### config.mk
export PLATFORM = sky130hd
export DESIGN_NAME = sync_pulse_gen
export DESIGN_NICKNAME = d
export VERILOG_FILES = /design/src/rtl/sync_gen_pkg.sv /design/src/rtl/sync_cfg_reg.sv /design/src/rtl/sync_pulse.sv /design/src/rtl/sync_vert_timer.sv /design/src/rtl/sync_pulse_gen.sv
export SDC_FILE = /design/constraint.sdc
export NUM_CORES = 1
export LEC_CHECK = 0
export ABC_AREA = 1
export BUFFER_PORTS_ARGS = -buffer_cell sky130_fd_sc_hd__buf_2
export CORE_MARGIN = 8
export CORE_UTILIZATION = 54
export CTS_CLUSTER_DIAMETER = 100
export DETAILED_ROUTE_END_ITERATION = 10
export GPL_ROUTABILITY_DRIVEN = 1
export GPL_TIMING_DRIVEN = 0
export PLACE_DENSITY = 0.82
export SKIP_LAST_GASP = 1
export SYNTH_ARGS = -nofsm -noshare
export SYNTH_HDL_FRONTEND = slang
export SYNTH_SLANG_ARGS = --single-unit
### constraint.sdc
create_clock -name clk -period 2.2 [get_ports clk]
set_clock_uncertainty 0.1 [all_clocks]
set_input_delay 0.22 -clock clk [delete_from_list [all_inputs] [get_ports clk]]
set_output_delay 0.22 -clock clk [all_outputs]
set_load 0.01 [all_outputs]
### src/rtl/sync_gen_pkg.sv
package sync_gen_pkg;

   typedef struct packed {
      logic [1:0] shift;   // HSYNC shift against pixel data
      logic [1:0] vsel;    // offset select (field mode) / VSYNC width
      logic [1:0] dly;     // HSYNC to vertical event delay
      logic [1:0] hw;      // HSYNC width
   } tword_t;

   function automatic int unsigned width_steps(input logic [1:0] code);
      case (code)
         2'd0:    width_steps = 1;
         2'd1:    width_steps = 4;
         2'd2:    width_steps = 16;
         default: width_steps = 128;
      endcase
   endfunction

   function automatic int unsigned delay_steps(input logic [1:0] code);
      case (code)
         2'd0:    delay_steps = 0;
         2'd1:    delay_steps = 4;
         2'd2:    delay_steps = 8;
         default: delay_steps = 16;
      endcase
   endfunction

endpackage

### src/rtl/sync_cfg_reg.sv
module sync_cfg_reg
   import sync_gen_pkg::*;
(
   input  logic        clk,
   input  logic        rst_n,
   input  logic        we,
   input  logic [7:0]  wdata,
   input  logic        line_start,
   output logic [7:0]  rdata,
   output tword_t      eff
);
   tword_t shadow_q;
   tword_t live_q;

   always_ff @(posedge clk or negedge rst_n) begin
      if (!rst_n) begin
         shadow_q <= '0;
         live_q   <= '0;
      end else begin
         if (we)         shadow_q <= tword_t'(wdata);
         if (line_start) live_q   <= shadow_q;
      end
   end

   // The line that starts in this cycle already sees the pending word.
   assign eff   = line_start ? shadow_q : live_q;
   assign rdata = shadow_q;

   a_r1_readback: assert property (@(posedge clk) disable iff (!rst_n)
      we |=> (rdata == $past(wdata)));

   a_r2_deferred: assert property (@(posedge clk) disable iff (!rst_n)
      !line_start |=> $stable(live_q));

endmodule

### src/rtl/sync_pulse.sv
module sync_pulse #(
   parameter int CW = 8
) (
   input  logic          clk,
   input  logic          rst_n,
   input  logic          trig,
   input  logic [CW-1:0] len,
   output logic          active
);
   logic [CW-1:0] cnt_q;

   always_ff @(posedge clk or negedge rst_n) begin
      if (!rst_n) begin
         active <= 1'b0;
         cnt_q  <= '0;
      end else if (trig) begin
         active <= 1'b1;
         cnt_q  <= len - CW'(1);
      end else if (active) begin
         if (cnt_q == '0) active <= 1'b0;
         else             cnt_q  <= cnt_q - CW'(1);
      end
   end

   a_r8_restart: assert property (@(posedge clk) disable iff (!rst_n)
      trig |=> active);

   a_r3_no_early_end: assert property (@(posedge clk) disable iff (!rst_n)
      (active && cnt_q != '0 && !trig) |=> active);

endmodule

### src/rtl/sync_vert_timer.sv
module sync_vert_timer #(
   parameter int OFFSET_CLKS = 864,
   parameter int DW          = 10
) (
   input  logic       clk,
   input  logic       rst_n,
   input  logic       frame_start,
   input  logic       trig,
   input  logic [1:0] dly_code,
   input  logic       far_sel,
   input  logic       mode_vsync,
   output logic       fire
);
   import sync_gen_pkg::*;

   logic          armed_q;
   logic          run_q;
   logic [DW-1:0] cnt_q;
   logic          arm_now;
   logic          start;
   logic [DW-1:0] total;

   assign arm_now = armed_q | frame_start;
   assign start   = trig & arm_now;
   assign total   = DW'(delay_steps(dly_code))
                  + ((far_sel && !mode_vsync) ? DW'(OFFSET_CLKS) : DW'(0));
   assign fire    = (start && total == '0) || (run_q && !start && cnt_q == DW'(1));

   always_ff @(posedge clk or negedge rst_n) begin
      if (!rst_n) begin
         armed_q <= 1'b0;
         run_q   <= 1'b0;
         cnt_q   <= '0;
      end else begin
         if (start)            armed_q <= 1'b0;
         else if (frame_start) armed_q <= 1'b1;

         if (start) begin
            run_q <= (total != '0);
            cnt_q <= total;
         end else if (run_q) begin
            if (cnt_q == DW'(1)) run_q <= 1'b0;
            cnt_q <= cnt_q - DW'(1);
         end
      end
   end

   a_r5_arm_hold: assert property (@(posedge clk) disable iff (!rst_n)
      (armed_q && !trig) |=> armed_q);

   a_r5_run_hold: assert property (@(posedge clk) disable iff (!rst_n)
      (run_q && cnt_q > DW'(1)) |=> run_q);

endmodule

### src/rtl/sync_pulse_gen.sv
module sync_pulse_gen
   import sync_gen_pkg::*;
#(
   parameter int OFFSET_CLKS = 864,
   parameter int PULSE_CW    = 8,
   parameter int MARK_LAT    = 3
) (
   input  logic       clk,
   input  logic       rst_n,
   input  logic       cfg_we,
   input  logic [7:0] cfg_wdata,
   output logic [7:0] cfg_rdata,
   input  logic       line_start,
   input  logic       frame_start,
   input  logic       mode_vsync,
   output logic       hsync_n,
   output logic       field_vs,
   output logic       pix_mark
);
   localparam int NSHIFT = 4;
   localparam int CHAIN  = (MARK_LAT > NSHIFT - 1) ? MARK_LAT : NSHIFT - 1;
   localparam int DW     = $clog2(delay_steps(2'd3) + OFFSET_CLKS + 1);

   if (PULSE_CW < 8) begin : g_bad_cw
      $error("PULSE_CW must hold a 128-clock width");
   end
   if (OFFSET_CLKS < 1) begin : g_bad_off
      $error("OFFSET_CLKS must be positive");
   end
   if (MARK_LAT < 1) begin : g_bad_lat
      $error("MARK_LAT must be at least 1");
   end

   tword_t     eff;
   logic [CHAIN-1:0] ld_q;
   logic [NSHIFT-1:0] trig_tap;
   logic       hs_trig;
   logic       hs_act;
   logic       vs_act;
   logic       fire;
   logic       field_q;

   sync_cfg_reg u_cfg (
      .clk        (clk),
      .rst_n      (rst_n),
      .we         (cfg_we),
      .wdata      (cfg_wdata),
      .line_start (line_start),
      .rdata      (cfg_rdata),
      .eff        (eff)
   );

   // Delay line of the line strobe: feeds the HSYNC shift taps and the marker.
   for (genvar i = 0; i < CHAIN; i++) begin : g_chain
      always_ff @(posedge clk or negedge rst_n) begin
         if (!rst_n)  ld_q[i] <= 1'b0;
         else if (i == 0) ld_q[i] <= line_start;
         else         ld_q[i] <= ld_q[(i == 0) ? 0 : i-1];
      end
   end

   for (genvar t = 0; t < NSHIFT; t++) begin : g_tap
      if (t == 0) begin : g_direct
         assign trig_tap[t] = line_start;
      end else begin : g_delayed
         assign trig_tap[t] = ld_q[t-1];
      end
   end

   assign hs_trig  = trig_tap[eff.shift];
   assign pix_mark = ld_q[MARK_LAT-1];

   sync_pulse #(.CW(PULSE_CW)) u_hs (
      .clk    (clk),
      .rst_n  (rst_n),
      .trig   (hs_trig),
      .len    (PULSE_CW'(width_steps(eff.hw))),
      .active (hs_act)
   );

   sync_vert_timer #(.OFFSET_CLKS(OFFSET_CLKS), .DW(DW)) u_vt (
      .clk         (clk),
      .rst_n       (rst_n),
      .frame_start (frame_start),
      .trig        (hs_trig),
      .dly_code    (eff.dly),
      .far_sel     (eff.vsel[0]),
      .mode_vsync  (mode_vsync),
      .fire        (fire)
   );

   sync_pulse #(.CW(PULSE_CW)) u_vs (
      .clk    (clk),
      .rst_n  (rst_n),
      .trig   (fire & mode_vsync),
      .len    (PULSE_CW'(width_steps(eff.vsel))),
      .active (vs_act)
   );

   always_ff @(posedge clk or negedge rst_n) begin
      if (!rst_n)                   field_q <= 1'b0;
      else if (fire && !mode_vsync) field_q <= ~field_q;
   end

   assign hsync_n  = ~hs_act;
   assign field_vs = mode_vsync ? ~vs_act : field_q;

   a_r3_hs_start: assert property (@(posedge clk) disable iff (!rst_n)
      (line_start && eff.shift == 2'd0) |=> !hsync_n);

   a_r7_field_hold: assert property (@(posedge clk) disable iff (!rst_n)
      (mode_vsync && $past(mode_vsync)) |-> $stable(field_q));

   a_r4_mark_pulse: assert property (@(posedge clk) disable iff (!rst_n)
      $rose(line_start) |=> !pix_mark);

endmodule

==> metrics.log, run 1 <==
[metrics] final setup violation count: 9
[metrics] Clock Sink Count: 50
[metrics] estimated wirelength of the detail-placed design: between 4 and 5 mm
[metrics] proportion of register bits with asynchronous set or reset after synthesis: 100%
[metrics] Root Buffer Master: sky130_fd_sc_hd__clkbuf_8
[metrics] flip-flop and latch count after synthesis: 50
[metrics] Overall Global Routing Usage: 16.3%
[metrics] die width: roughly 89 um
[metrics] signed area change from the synthesized netlist to the final layout: 18.2%
[metrics] number of routed nets with antenna violations: 0
[metrics] count of antenna diodes in the layout: 0
[metrics] clock tree from TritonCTS: yes
[metrics] ports placed on the boundary: 25
[metrics] die extent in y: 88.6 um
[metrics] post-route fraction of the period consumed by the critical path: 110%
[metrics] Starting DRT DRC Count: 133
[metrics] number of max-cap violations: 0
[metrics] run status: finished with violations
[metrics] violations in the final reports: negative setup slack
[metrics] vias post-DR: 2,330
[metrics] Util after Layout: 65.8%
[metrics] number of antenna violations at the first check in global routing: 0
[metrics] area of the die: 7840 um^2
[metrics] Seq/Total Area, Yosys: a little over two fifths
[metrics] post-detailed-route wirelength per cell: 12.9 um
[metrics] Routability Congestion: roughly 0.84
[metrics] Crit. End Element: flip-flop
[metrics] number of remaining DRC errors: 0
[metrics] critical path type: flip-flop to flip-flop
[metrics] achievable clock frequency: 0.414 GHz
[metrics] via count of the first global-routing pass: 2,392
[metrics] gate count of the mapped netlist: approximately 340
[metrics] fraction of layout instances using a drive strength above 1: 26.7%
[metrics] leak pwr: between 0.0015 and 0.002 uW
[metrics] largest area contributor in the synthesized netlist: sky130_fd_sc_hd__dfrtp_1
[metrics] number of search-and-repair iterations in the first detailed-routing pass: 4
[metrics] Cell Count Post-Placement: ~440
[metrics] total power per unit cell area: 1100 nW/um^2
[metrics] Top FF cell, synth: sky130_fd_sc_hd__dfrtp_1
[metrics] RSZ-0062 raised after global routing: true
[metrics] Setup WS pre-CTS: -493 ps
[metrics] total power of the final layout: 3700 uW
[metrics] H-tree levels: 2
[metrics] cell row count: 26
[metrics] synthesized cell area: 2840 um^2
[metrics] Port-buffer cells: 24
[metrics] Netlist cell types: 38
[metrics] maximum number of pins on one net before global-route repair: between 50 and 60
[metrics] Worst setup SP type: flip-flop
[metrics] number of pins exceeding their max-slew limit in the final report: 0
[metrics] Yosys warnings: 0
[metrics] core box area: 5110 um^2
[metrics] worst IR drop on VDD: 621 uV
[metrics] transition time at the pin with the least slew margin: around 1100 ps
[metrics] data arrival time of the worst path: 2520 ps
[metrics] overflow left after global routing: 0
[metrics] min cycle time layout: 2420 ps
[metrics] Longest Clk Path Bufs: 2
[metrics] worst-path maximum fanout: 4
[metrics] count leader, synth: sky130_fd_sc_hd__nand2_1
[metrics] data required time of the critical path: 2310 ps
[metrics] Num CTS Buffers: 5
[metrics] top post-synthesis cells by area: sky130_fd_sc_hd__dfrtp_1 (44%), sky130_fd_sc_hd__nand2_1 (11%), sky130_fd_sc_hd__inv_1 (6.6%), sky130_fd_sc_hd__o21ai_0 (3.9%), sky130_fd_sc_hd__nand3_1 (3.7%)
[metrics] number of standard cells in the final layout excluding fillers: 456
[metrics] Post-Route WL: 5.87 mm
[metrics] drt via density: about 5
[metrics] mean post-synth cell area: 8.32 um^2
[metrics] class of the tightest hold or removal check: input port to async pin
[metrics] most used standard cells in the synthesized netlist: sky130_fd_sc_hd__nand2_1 (85), sky130_fd_sc_hd__dfrtp_1 (50), sky130_fd_sc_hd__inv_1 (50)
[metrics] number of enable-type register cells in the synthesized netlist: 0
[metrics] Clk Latency, worst-skew pair: 300 ps
[metrics] Clk pin slew, worst setup/hold paths: ~90 ps
[metrics] Synthesized Nets: 363
[metrics] Nets: 406
[metrics] top cell type's share of synthesized area: 44.0%
[metrics] Worst slew margin: a little over a quarter
[metrics] Final Hold Viols: 0
[metrics] setup slack of the critical path after layout: -215 ps
[metrics] global-route wire length before repair: approximately 10 mm
[metrics] initial core utilization: 55.7%
[worst max-delay path: stages, from the launching register on]
cell                      delay, ps
sky130_fd_sc_hd__dfrtp_1        390
sky130_fd_sc_hd__inv_1           70
sky130_fd_sc_hd__nand2_1         70
sky130_fd_sc_hd__o21ai_2         80
sky130_fd_sc_hd__inv_2          100
sky130_fd_sc_hd__ha_4           270
sky130_fd_sc_hd__inv_2           30
sky130_fd_sc_hd__nor2_2          70
sky130_fd_sc_hd__nand2_1         90
sky130_fd_sc_hd__nand4_4         90
sky130_fd_sc_hd__nand3_4        100
sky130_fd_sc_hd__buf_12         140
sky130_fd_sc_hd__nand2_4         50
sky130_fd_sc_hd__nand2_4         70
sky130_fd_sc_hd__inv_4           60
sky130_fd_sc_hd__ha_4           140
sky130_fd_sc_hd__nand3_4         90
sky130_fd_sc_hd__nor2_4         130
sky130_fd_sc_hd__nand3_1         70
sky130_fd_sc_hd__nand2_1         60
sky130_fd_sc_hd__nand2_1         40
[cells in the final DEF, fill, tap and decap left out, types with 7 or more instances in the layout]
cell,instances
sky130_fd_sc_hd__buf_2,24
sky130_fd_sc_hd__buf_4,11
sky130_fd_sc_hd__dfrtp_1,50
sky130_fd_sc_hd__inv_1,45
sky130_fd_sc_hd__inv_2,8
sky130_fd_sc_hd__nand2_1,83
sky130_fd_sc_hd__nand3_1,19
sky130_fd_sc_hd__nand3_4,7
sky130_fd_sc_hd__nor2_1,21
sky130_fd_sc_hd__o21ai_0,19
sky130_fd_sc_hd__xor2_1,7
[area by class of cell]
class                   instances  area [um^2]
flip-flops and latches         50         1250
multi-input cells             231         1440
clock buffers                   7         86.3
well taps                      70         87.6
inverters                      55          211
fillers                       415         1750
plain buffers                   6         68.8
clock inverters                 1         5.00
repair buffers                 36          216
[sequential cells by signal, summed over array words and instances (netlist names)]
register      count
u_cfg.rdata       8
ld_q              2
u_vs.cnt_q        8
field_q           1
u_cfg.live_q      8
pix_mark          1
u_hs.cnt_q        8
u_vs.active       1
u_vt.armed_q      1
u_vt.cnt_q       10
u_vt.run_q        1
u_hs.active       1
[logic make-up after synthesis]
logic type / count (synthesis) / synth area share (%)
mux: 1 / 0.396
flops: 50 / 44.0
compound gates: 46 / 9.59
buf+inv: 61 / 9.33
simple gates: 168 / 30.8
xor+xnor: 9 / 2.77
fa+ha+maj: 7 / 3.08
[what timing repair did]
action,4_1_cts,5_1_grt
hold endpoints to repair,1,0
cloned,0,0
gates resized for setup,12,11
pin swaps,7,5
setup endpoints to repair,9,10
hold buffers,1,0
buffers inserted,8,3
[where the power goes]
part | internal [uW] | switching [uW]
Combinational | 702 | 997
Sequential | 1200 | 239
Clock | 254 | 304
Total | 2160 | 1540
[metal layers]
metal	share of wire [%]	GRT usage [%]
met3	4.1	3.90
met1	46	19.2
met4	1.3	4.45
met2	49	28.7
met5	0	0
[metrics by stage]
stage	hold slack [ps]	cell area, um^2	setup TNS [ps]
3_3_place_gp	266	3090	-1750
4_1_cts	13.5	3300	-493
3_5_place_dp	267	3090	-2580
5_1_grt	20.5	3360	-1880
6_report	17.3	3360	-829
2_1_floorplan	-176	2880	-256
[final timing paths]
kind	start	endpoint	slack (ps)	cells past startpoint
setup / recovery	u_cfg.rdata[3]	u_vs.cnt_q[6]	-220	20
max in group asynchronous	rst_n	u_cfg.live_q[2]	1300	1
min in group clk	cfg_wdata[6]	u_cfg.rdata[6]	20	3
hold reg to reg	ld_q[1]	pix_mark	300	0
setup reg to reg	u_cfg.rdata[3]	u_vs.cnt_q[6]	-220	20
hold / removal	rst_n	u_vt.cnt_q[9]	20	1
Note: power is estimated with default switching activity, not from simulation.
==> run 2: changes to the inputs <==
--- a/config.mk
+++ b/config.mk
@@ -7,7 +7,6 @@
 export LEC_CHECK = 0
 export ABC_AREA = 1
 export BUFFER_PORTS_ARGS = -buffer_cell sky130_fd_sc_hd__buf_2
-export CORE_MARGIN = 8
 export CORE_UTILIZATION = 54
 export CTS_CLUSTER_DIAMETER = 100
 export DETAILED_ROUTE_END_ITERATION = 10
@@ -18,3 +17,4 @@
 export SYNTH_ARGS = -nofsm -noshare
 export SYNTH_HDL_FRONTEND = slang
 export SYNTH_SLANG_ARGS = --single-unit
+export TNS_END_PERCENT = 30
==> run 2 against run 1 <==
Sequential cell count unchanged. Die area fell by 29%. First-iteration DRC count is 14% higher. Cell area grew 0.71%. Final cell count rose by 1.1%. Largest power group unchanged. Setup slack improved by 30 ps. The run still ends with negative setup slack left.
==> metrics.log, run 2 (synthesis results as in run 1) <==
[metrics] Clk Latency, worst-skew pair: 310 ps (was 300 ps)
[metrics] number of search-and-repair iterations in the first detailed-routing pass: 4 (unchanged)
[metrics] Crit. End Element: flip-flop (unchanged)
[metrics] flip-flop count of the largest register after layout: 10 (unchanged)
[metrics] Port-buffer cells: 24 (unchanged)
[metrics] Final Hold Viols: 0 (unchanged)
[metrics] RSZ-0062 raised after global routing: true (unchanged)
[metrics] transition time at the pin with the least slew margin: 1090 ps (was 1100 ps)
[metrics] post-detailed-route wirelength per cell: 12.5 um (was 12.9 um)
[metrics] Nets: 411 (was 406)
[metrics] Non-Filler Cell Area, Final: 3390 um^2 (was 3360 um^2)
[metrics] Worst slew margin: 27.4% (was 26.6%)
[metrics] overflow left after global routing: 0 (unchanged)
[metrics] signed area change from the synthesized netlist to the final layout: 19.0% (was 18.2%)
[metrics] critical register-to-register path endpoint: u_vs.cnt_q[6] (unchanged)
[metrics] Post-Route Setup TNS: -802 ps (was -829 ps)
[metrics] final setup violation count: 8 (was 9)
[metrics] worst-path maximum fanout: 5 (was 4)
[metrics] core box area: 5070 um^2 (was 5110 um^2)
[metrics] grt peak-use layer: met2 (unchanged)
[metrics] Overall Global Routing Usage: 23.9% (was 16.3%)
[metrics] launch instance of the worst register-to-register path: u_cfg.rdata[3] (unchanged)
[metrics] Util after Layout: 66.7% (was 65.8%)
[metrics] estimated wirelength of the detail-placed design: 3.97 mm (was 4.17 mm)
[metrics] worst IR drop on VDD: 648 uV (was 621 uV)
[metrics] number of antenna violations at the first check in global routing: 0 (unchanged)
[metrics] number of max-cap violations: 0 (unchanged)
[metrics] fraction of layout instances using a drive strength above 1: 28.1% (was 26.7%)
[metrics] Psw: 1540 uW (about the same)
[metrics] Starting DRT DRC Count: 152 (was 133)
[metrics] data arrival time of the worst path: 2490 ps (was 2520 ps)
[metrics] combinational power share: 44.7% (was 46.0%)
[metrics] Worst setup SP type: flip-flop (unchanged)
[metrics] min cycle time layout: 2380 ps (was 2420 ps)
[metrics] class of the tightest hold or removal check: input port to async pin (unchanged)
[metrics] net switching fraction of the power: 40.9% (was 41.7%)
[metrics] Root Buffer Master: sky130_fd_sc_hd__clkbuf_8 (unchanged)
[metrics] drt via density: 5.10 (was 5.11)
[metrics] post-route fraction of the period consumed by the critical path: 108% (was 110%)
[metrics] highest-count cells in the layout ignoring fill and taps: sky130_fd_sc_hd__nand2_1 (82), sky130_fd_sc_hd__dfrtp_1 (50), sky130_fd_sc_hd__inv_1 (45) (was sky130_fd_sc_hd__nand2_1 (83), sky130_fd_sc_hd__dfrtp_1 (50), sky130_fd_sc_hd__inv_1 (45))
[metrics] clock tree from TritonCTS: yes (unchanged)
[metrics] most common cell after layout, fill and taps aside: sky130_fd_sc_hd__nand2_1 (unchanged)
[metrics] H-tree levels: 2 (unchanged)
[metrics] critical path type: flip-flop to flip-flop (unchanged)
[metrics] vias post-DR: 2,351 (was 2,330)
[metrics] Num CTS Buffers: 5 (unchanged)
[metrics] Post-DP Area: 3090 um^2 (unchanged)
[metrics] Cell Count Post-Placement: 436 (unchanged)
[metrics] via count of the first global-routing pass: 2,365 (was 2,392)
[metrics] leak pwr: 0.00173 uW (was 0.00171 uW)
[metrics] area of the die: 5560 um^2 (was 7840 um^2)
[metrics] Clk pin slew, worst setup/hold paths: 90 ps (about the same)
[metrics] met2 global-route usage: 42.5% (was 28.7%)
[metrics] number of routed nets with antenna violations: 0 (unchanged)
[metrics] M1 GR Usage: 29.0% (was 19.2%)
[metrics] achievable clock frequency: 0.419 GHz (was 0.414 GHz)
[metrics] die width: 74.6 um (was 88.6 um)
[metrics] data required time of the critical path: 2310 ps (about the same)
[metrics] R2R cell count: 20 (unchanged)
[metrics] count of antenna diodes in the layout: 0 (unchanged)
[metrics] part of the power in the clock network: 17.4% (was 15.1%)
[metrics] total power per unit cell area: 1120 nW/um^2 (was 1100 nW/um^2)
[metrics] internal power component: 2240 uW (was 2160 uW)
[metrics] global-route wire length before repair: 10.1 mm (was 10.2 mm)
[metrics] register containing the most flip-flops in the final layout: u_vt.cnt_q (unchanged)
[metrics] M3 GR Usage: 4.47% (was 3.90%)
[metrics] initial core utilization: 56.0% (was 55.7%)
[metrics] setup slack of the critical path after layout: -185 ps (was -215 ps)
[metrics] violations in the final reports: negative setup slack (unchanged)
[metrics] number of pins exceeding their max-slew limit in the final report: 0 (unchanged)
[metrics] die extent in y: 74.6 um (was 88.6 um)
[metrics] Critical path destination: u_vs.cnt_q[6] (unchanged)
[metrics] Clock Sink Count: 50 (unchanged)
[metrics] Routability Congestion: 0.844 (was 0.836)
[metrics] sequential group share of total power: 37.9% (was 38.9%)
[metrics] Longest Clk Path Bufs: 2 (unchanged)
[metrics] setup slack of the most critical reg-to-reg path: -180 ps (was -220 ps)
[metrics] maximum number of pins on one net before global-route repair: 51 (unchanged)
[metrics] run status: finished with violations (unchanged)
[metrics] worst setup path start: u_cfg.rdata[3] (unchanged)
[metrics] ports placed on the boundary: 25 (unchanged)
[metrics] cell row count: 26 (unchanged)
[metrics] Post-Route WL: 5.77 mm (was 5.87 mm)
[metrics] number of standard cells in the final layout excluding fillers: 461 (was 456)
[metrics] number of remaining DRC errors: 0 (unchanged)
[run 2: worst min path at each step]
stage,from,endpoint,slack (ps),cells past startpoint
after floorplan,rst_n,field_q,-180,0
after global placement,line_start,ld_q[0],270,1
after detailed placement,line_start,ld_q[0],270,1
after CTS,cfg_wdata[7],u_cfg.rdata[7],4,3
after global routing,cfg_wdata[7],u_cfg.rdata[7],10,3
final,rst_n,u_vt.cnt_q[0],1,1
[run 2: final cells by class]
type,count,area (um^2)
Fill cell,418,1690
Sequential cell,50,1250
Inverter,55,211
Clock buffer,5,68.8
Buffer,6,68.8
Clock inverter,3,45.0
Tap cell,70,87.6
Multi-Input combinational cell,231,1400
Timing Repair Buffer,41,250
[run 2: critical path, stage by stage, from the launching register on]
cell and delay, ps:
sky130_fd_sc_hd__dfrtp_1 410, sky130_fd_sc_hd__inv_2 70, sky130_fd_sc_hd__nand2_2 50, sky130_fd_sc_hd__o21ai_2 70, sky130_fd_sc_hd__inv_2 90, sky130_fd_sc_hd__ha_4 270, sky130_fd_sc_hd__inv_2 30, sky130_fd_sc_hd__nor2_2 80
sky130_fd_sc_hd__nand2_2 70, sky130_fd_sc_hd__nand4_4 90, sky130_fd_sc_hd__nand3_4 100, sky130_fd_sc_hd__buf_12 140, sky130_fd_sc_hd__nand2_4 50, sky130_fd_sc_hd__nand2_4 60, sky130_fd_sc_hd__inv_4 60, sky130_fd_sc_hd__ha_4 130
sky130_fd_sc_hd__nand3_4 90, sky130_fd_sc_hd__nor2_4 150, sky130_fd_sc_hd__nand3_2 60, sky130_fd_sc_hd__nand2_1 60, sky130_fd_sc_hd__nand2_1 40
[run 2: what timing repair did]
item,4_1_cts,5_1_grt
resized for setup,10,7
hold endpoints to repair,1,0
pin swaps,7,6
endpoints found under the setup margin,9,12
buffers inserted,12,4
hold buffers,1,0
[run 2: per-stage QoR]
step           total power, uW  setup WS (ps)  hold WS, ps
3_3_place_gp              2890           -412          266
5_1_grt                   4110           -308         12.9
3_5_place_dp              2970           -523          267
6_report                  3780           -185         1.16
4_1_cts                   3730           -148         3.50
2_1_floorplan             2650           -134         -176
[run 2: power by group through the flow]
stage	sequential, uW	clock [uW]	combinational (uW)
floorplan	1400	0	1240
global placement	1440	0	1460
detailed placement	1450	0	1530
CTS	1430	677	1630
global route	1470	708	1930
finish	1430	657	1690
[run 2: per-layer routing]
layer / share of wire, % / wire (um)
met1: 44 / 2560
met2: 51 / 2920
met3: 3.6 / 206
met4: 1.4 / 79
met5: 0 / 0
==> run 3: changes to the inputs <==
--- a/config.mk
+++ b/config.mk
@@ -6,13 +6,13 @@
 export NUM_CORES = 1
 export LEC_CHECK = 0
 export ABC_AREA = 1
-export BUFFER_PORTS_ARGS = -buffer_cell sky130_fd_sc_hd__buf_2
-export CORE_UTILIZATION = 54
+export CORE_UTILIZATION = 57
 export CTS_CLUSTER_DIAMETER = 100
 export DETAILED_ROUTE_END_ITERATION = 10
+export DONT_BUFFER_PORTS = 1
 export GPL_ROUTABILITY_DRIVEN = 1
 export GPL_TIMING_DRIVEN = 0
-export PLACE_DENSITY = 0.82
+export PLACE_DENSITY = 0.81
 export SKIP_LAST_GASP = 1
 export SYNTH_ARGS = -nofsm -noshare
 export SYNTH_HDL_FRONTEND = slang
==> run 3 against run 2 <==
The run still ends with negative setup slack left. Die area shrank 5.1%. Sequential power is essentially flat. Via count is 1.0% lower. Clock-buffer cell count unchanged. First-iteration DRC count decreased by 14%. Power decreased by 0.66%. Non-clock buffer count decreased by 18. Hold slack improved by 41 ps. Register-to-register slack got worse by 60 ps. Cell area down 0.63%. Combinational power down 2%. Wire length increased by 2.4%. Largest cell class unchanged. Largest power group unchanged. Highest routed layer unchanged.
==> metrics.log, run 3 (synthesis results as in run 1) <==
[metrics] post-route fraction of the period consumed by the critical path: 111% (was 108%)
[metrics] estimated wirelength of the detail-placed design: 3.88 mm (was 3.97 mm)
[metrics] flip-flop count of the largest register after layout: 10 (unchanged)
[metrics] Clk pin slew, worst setup/hold paths: 100 ps (was 90 ps)
[metrics] setup slack of the most critical reg-to-reg path: -250 ps (was -180 ps)
[metrics] Port-buffer cells: 0 (was 24)
[metrics] data required time of the critical path: 2310 ps (about the same)
[metrics] worst-path maximum fanout: 5 (unchanged)
[metrics] Worst slew margin: 73.5% (was 27.4%)
[metrics] Post-Route WL: 5.91 mm (was 5.77 mm)
[metrics] via count of the first global-routing pass: 2,356 (was 2,365)
[metrics] RSZ-0062 raised after global routing: true (unchanged)
[metrics] initial core utilization: 59.8% (was 56.0%)
[metrics] number of routed nets with antenna violations: 0 (unchanged)
[metrics] Longest Clk Path Bufs: 2 (unchanged)
[metrics] Crit. End Element: flip-flop (unchanged)
[metrics] count of antenna diodes in the layout: 0 (unchanged)
[metrics] Util after Layout: 70.8% (was 66.7%)
[metrics] Clk Latency, worst-skew pair: 310 ps (about the same)
[metrics] achievable clock frequency: 0.409 GHz (was 0.419 GHz)
[metrics] transition time at the pin with the least slew margin: 394 ps (was 1090 ps)
[metrics] Routability Congestion: 0.842 (was 0.844)
[metrics] ports placed on the boundary: 25 (unchanged)
[metrics] start point of the worst hold path: mode_vsync
[metrics] overflow left after global routing: 0 (unchanged)
[metrics] data arrival time of the worst path: 2560 ps (was 2490 ps)
[metrics] register containing the most flip-flops in the final layout: u_vt.cnt_q (unchanged)
[metrics] number of pins exceeding their max-slew limit in the final report: 0 (unchanged)
[metrics] die width: 72.6 um (was 74.6 um)
[metrics] Root Buffer Master: sky130_fd_sc_hd__clkbuf_8 (unchanged)
[metrics] Num CTS Buffers: 5 (unchanged)
[metrics] post-detailed-route wirelength per cell: 13.4 um (was 12.5 um)
[metrics] worst IR drop on VDD: 678 uV (was 648 uV)
[metrics] R2R cell count: 20 (unchanged)
[metrics] run status: finished with violations (unchanged)
[metrics] min cycle time layout: 2450 ps (was 2380 ps)
[metrics] violations in the final reports: negative setup slack (unchanged)
[metrics] Setup WS pre-CTS: -376 ps (was -523 ps)
[metrics] final setup violation count: 10 (was 8)
[metrics] number of max-cap violations: 0 (unchanged)
[metrics] signed area change from the synthesized netlist to the final layout: 18.3% (was 19.0%)
[metrics] Final Hold Viols: 0 (unchanged)
[metrics] clock tree from TritonCTS: yes (unchanged)
[metrics] Worst setup SP type: flip-flop (unchanged)
[metrics] fraction of layout instances using a drive strength above 1: 22.3% (was 28.1%)
[metrics] leak pwr: 0.00166 uW (was 0.00173 uW)
[metrics] terminating pin of the worst hold path: u_vs.active
[metrics] H-tree levels: 2 (unchanged)
[metrics] maximum number of pins on one net before global-route repair: 51 (unchanged)
[metrics] area of the die: 5280 um^2 (was 5560 um^2)
[metrics] setup slack of the critical path after layout: -247 ps (was -185 ps)
[metrics] class of the tightest hold or removal check: input port to flip-flop (was input port to async pin)
[metrics] Nets: 393 (was 411)
[metrics] total power per unit cell area: 1120 nW/um^2 (about the same)
[metrics] global-route wire length before repair: 9.96 mm (was 10.1 mm)
[metrics] die extent in y: 72.6 um (was 74.6 um)
[metrics] core box area: 4750 um^2 (was 5070 um^2)
[metrics] highest-count cells in the layout ignoring fill and taps: sky130_fd_sc_hd__nand2_1 (82), sky130_fd_sc_hd__dfrtp_1 (49), sky130_fd_sc_hd__inv_1 (44) (was sky130_fd_sc_hd__nand2_1 (82), sky130_fd_sc_hd__dfrtp_1 (50), sky130_fd_sc_hd__inv_1 (45))
[metrics] vias post-DR: 2,327 (was 2,351)
[metrics] critical path type: flip-flop to flip-flop (unchanged)
[metrics] number of search-and-repair iterations in the first detailed-routing pass: 5 (was 4)
[metrics] launch instance of the worst register-to-register path: u_cfg.rdata[3] (unchanged)
[metrics] cell row count: 25 (was 26)
[metrics] Worst Hold Depth: 2
[metrics] Overall Global Routing Usage: 24.3% (was 23.9%)
[metrics] critical register-to-register path endpoint: u_vs.cnt_q[6] (unchanged)
[metrics] Starting DRT DRC Count: 131 (was 152)
[metrics] most common cell after layout, fill and taps aside: sky130_fd_sc_hd__nand2_1 (unchanged)
[metrics] number of antenna violations at the first check in global routing: 0 (unchanged)
[metrics] Post-Route Setup TNS: -1310 ps (was -802 ps)
[metrics] Clock Sink Count: 50 (unchanged)
[metrics] number of remaining DRC errors: 0 (unchanged)
[metrics] drt via density: 5.29 (was 5.10)
==> run 3: power by group <==
group | internal (uW) | total, uW | switching (uW)
registers | 1200 | 1440 | 245
logic | 669 | 1650 | 976
clock network | 339 | 664 | 325
==> run 3: final cells by class <==
type                    instances  area, um^2
plain buffers                   6        68.8
clock buffers                   5        68.8
clock inverters                 3        45.0
fillers                       380        1390
inverters                      55         211
multi-input cells             231        1410
flip-flops and latches         50        1250
well taps                      67        83.8
repair buffers                 23         223
==> run 3: worst max path at each step <==
stage	startpoint	end	slack (ps)	depth (start not counted)
after CTS	u_cfg.rdata[3]	u_vs.cnt_q[6]	-210	20
after detailed placement	u_cfg.rdata[3]	u_vs.cnt_q[6]	-380	20
final	u_cfg.rdata[3]	u_vs.cnt_q[6]	-250	20
after global routing	u_cfg.rdata[3]	u_vs.cnt_q[6]	-390	20
after global placement	u_cfg.rdata[3]	u_vs.cnt_q[6]	-310	20
after floorplan	line_start	u_vs.cnt_q[6]	-130	20
==> run 3: metal layers <==
layer	wire [um]	GRT usage, %	vias to the layer above
met1	2540	28.9	1118
li1	-	-	1145
met4	123	8.28	0
met2	3000	43.1	49
met3	244	6.08	15
met5	0	0	-
==> run 3: what timing repair did <==
action,4_1_cts,5_1_grt
pin swaps,9,8
setup buffers,7,3
gates resized for setup,10,10
hold buffers,13,0
endpoints found under the hold margin,60,0
endpoints found under the setup margin,10,12
==> run 3: stage by stage <==
| step | hold slack (ps) | total power, uW | std cells | area (um^2) |
|---|---|---|---|---|
| floorplan | -176 | 2650 | 342 | 2880 |
| global placement | -174 | 2850 | 409 | 2970 |
| detailed placement | -174 | 2930 | 409 | 2970 |
| CTS | 26.9 | 3680 | 437 | 3300 |
| global route | 44.2 | 4050 | 440 | 3360 |
| finish | 42.6 | 3750 | 440 | 3360 |
==> run 3: critical path, stage by stage (launching register included) <==
cell,delay [ps]
sky130_fd_sc_hd__dfrtp_1,440
sky130_fd_sc_hd__inv_2,90
sky130_fd_sc_hd__nand2_2,50
sky130_fd_sc_hd__o21ai_2,70
sky130_fd_sc_hd__inv_2,80
sky130_fd_sc_hd__ha_4,260
sky130_fd_sc_hd__inv_2,30
sky130_fd_sc_hd__nor2_2,100
sky130_fd_sc_hd__nand2_2,80
sky130_fd_sc_hd__nand4_4,90
sky130_fd_sc_hd__nand3_4,100
sky130_fd_sc_hd__buf_12,150
sky130_fd_sc_hd__nand2_4,60
sky130_fd_sc_hd__nand2_4,50
sky130_fd_sc_hd__inv_4,50
sky130_fd_sc_hd__ha_4,140
sky130_fd_sc_hd__nand3_4,90
sky130_fd_sc_hd__nor2_4,150
sky130_fd_sc_hd__nand3_2,70
sky130_fd_sc_hd__nand2_1,70
sky130_fd_sc_hd__nand2_1,50
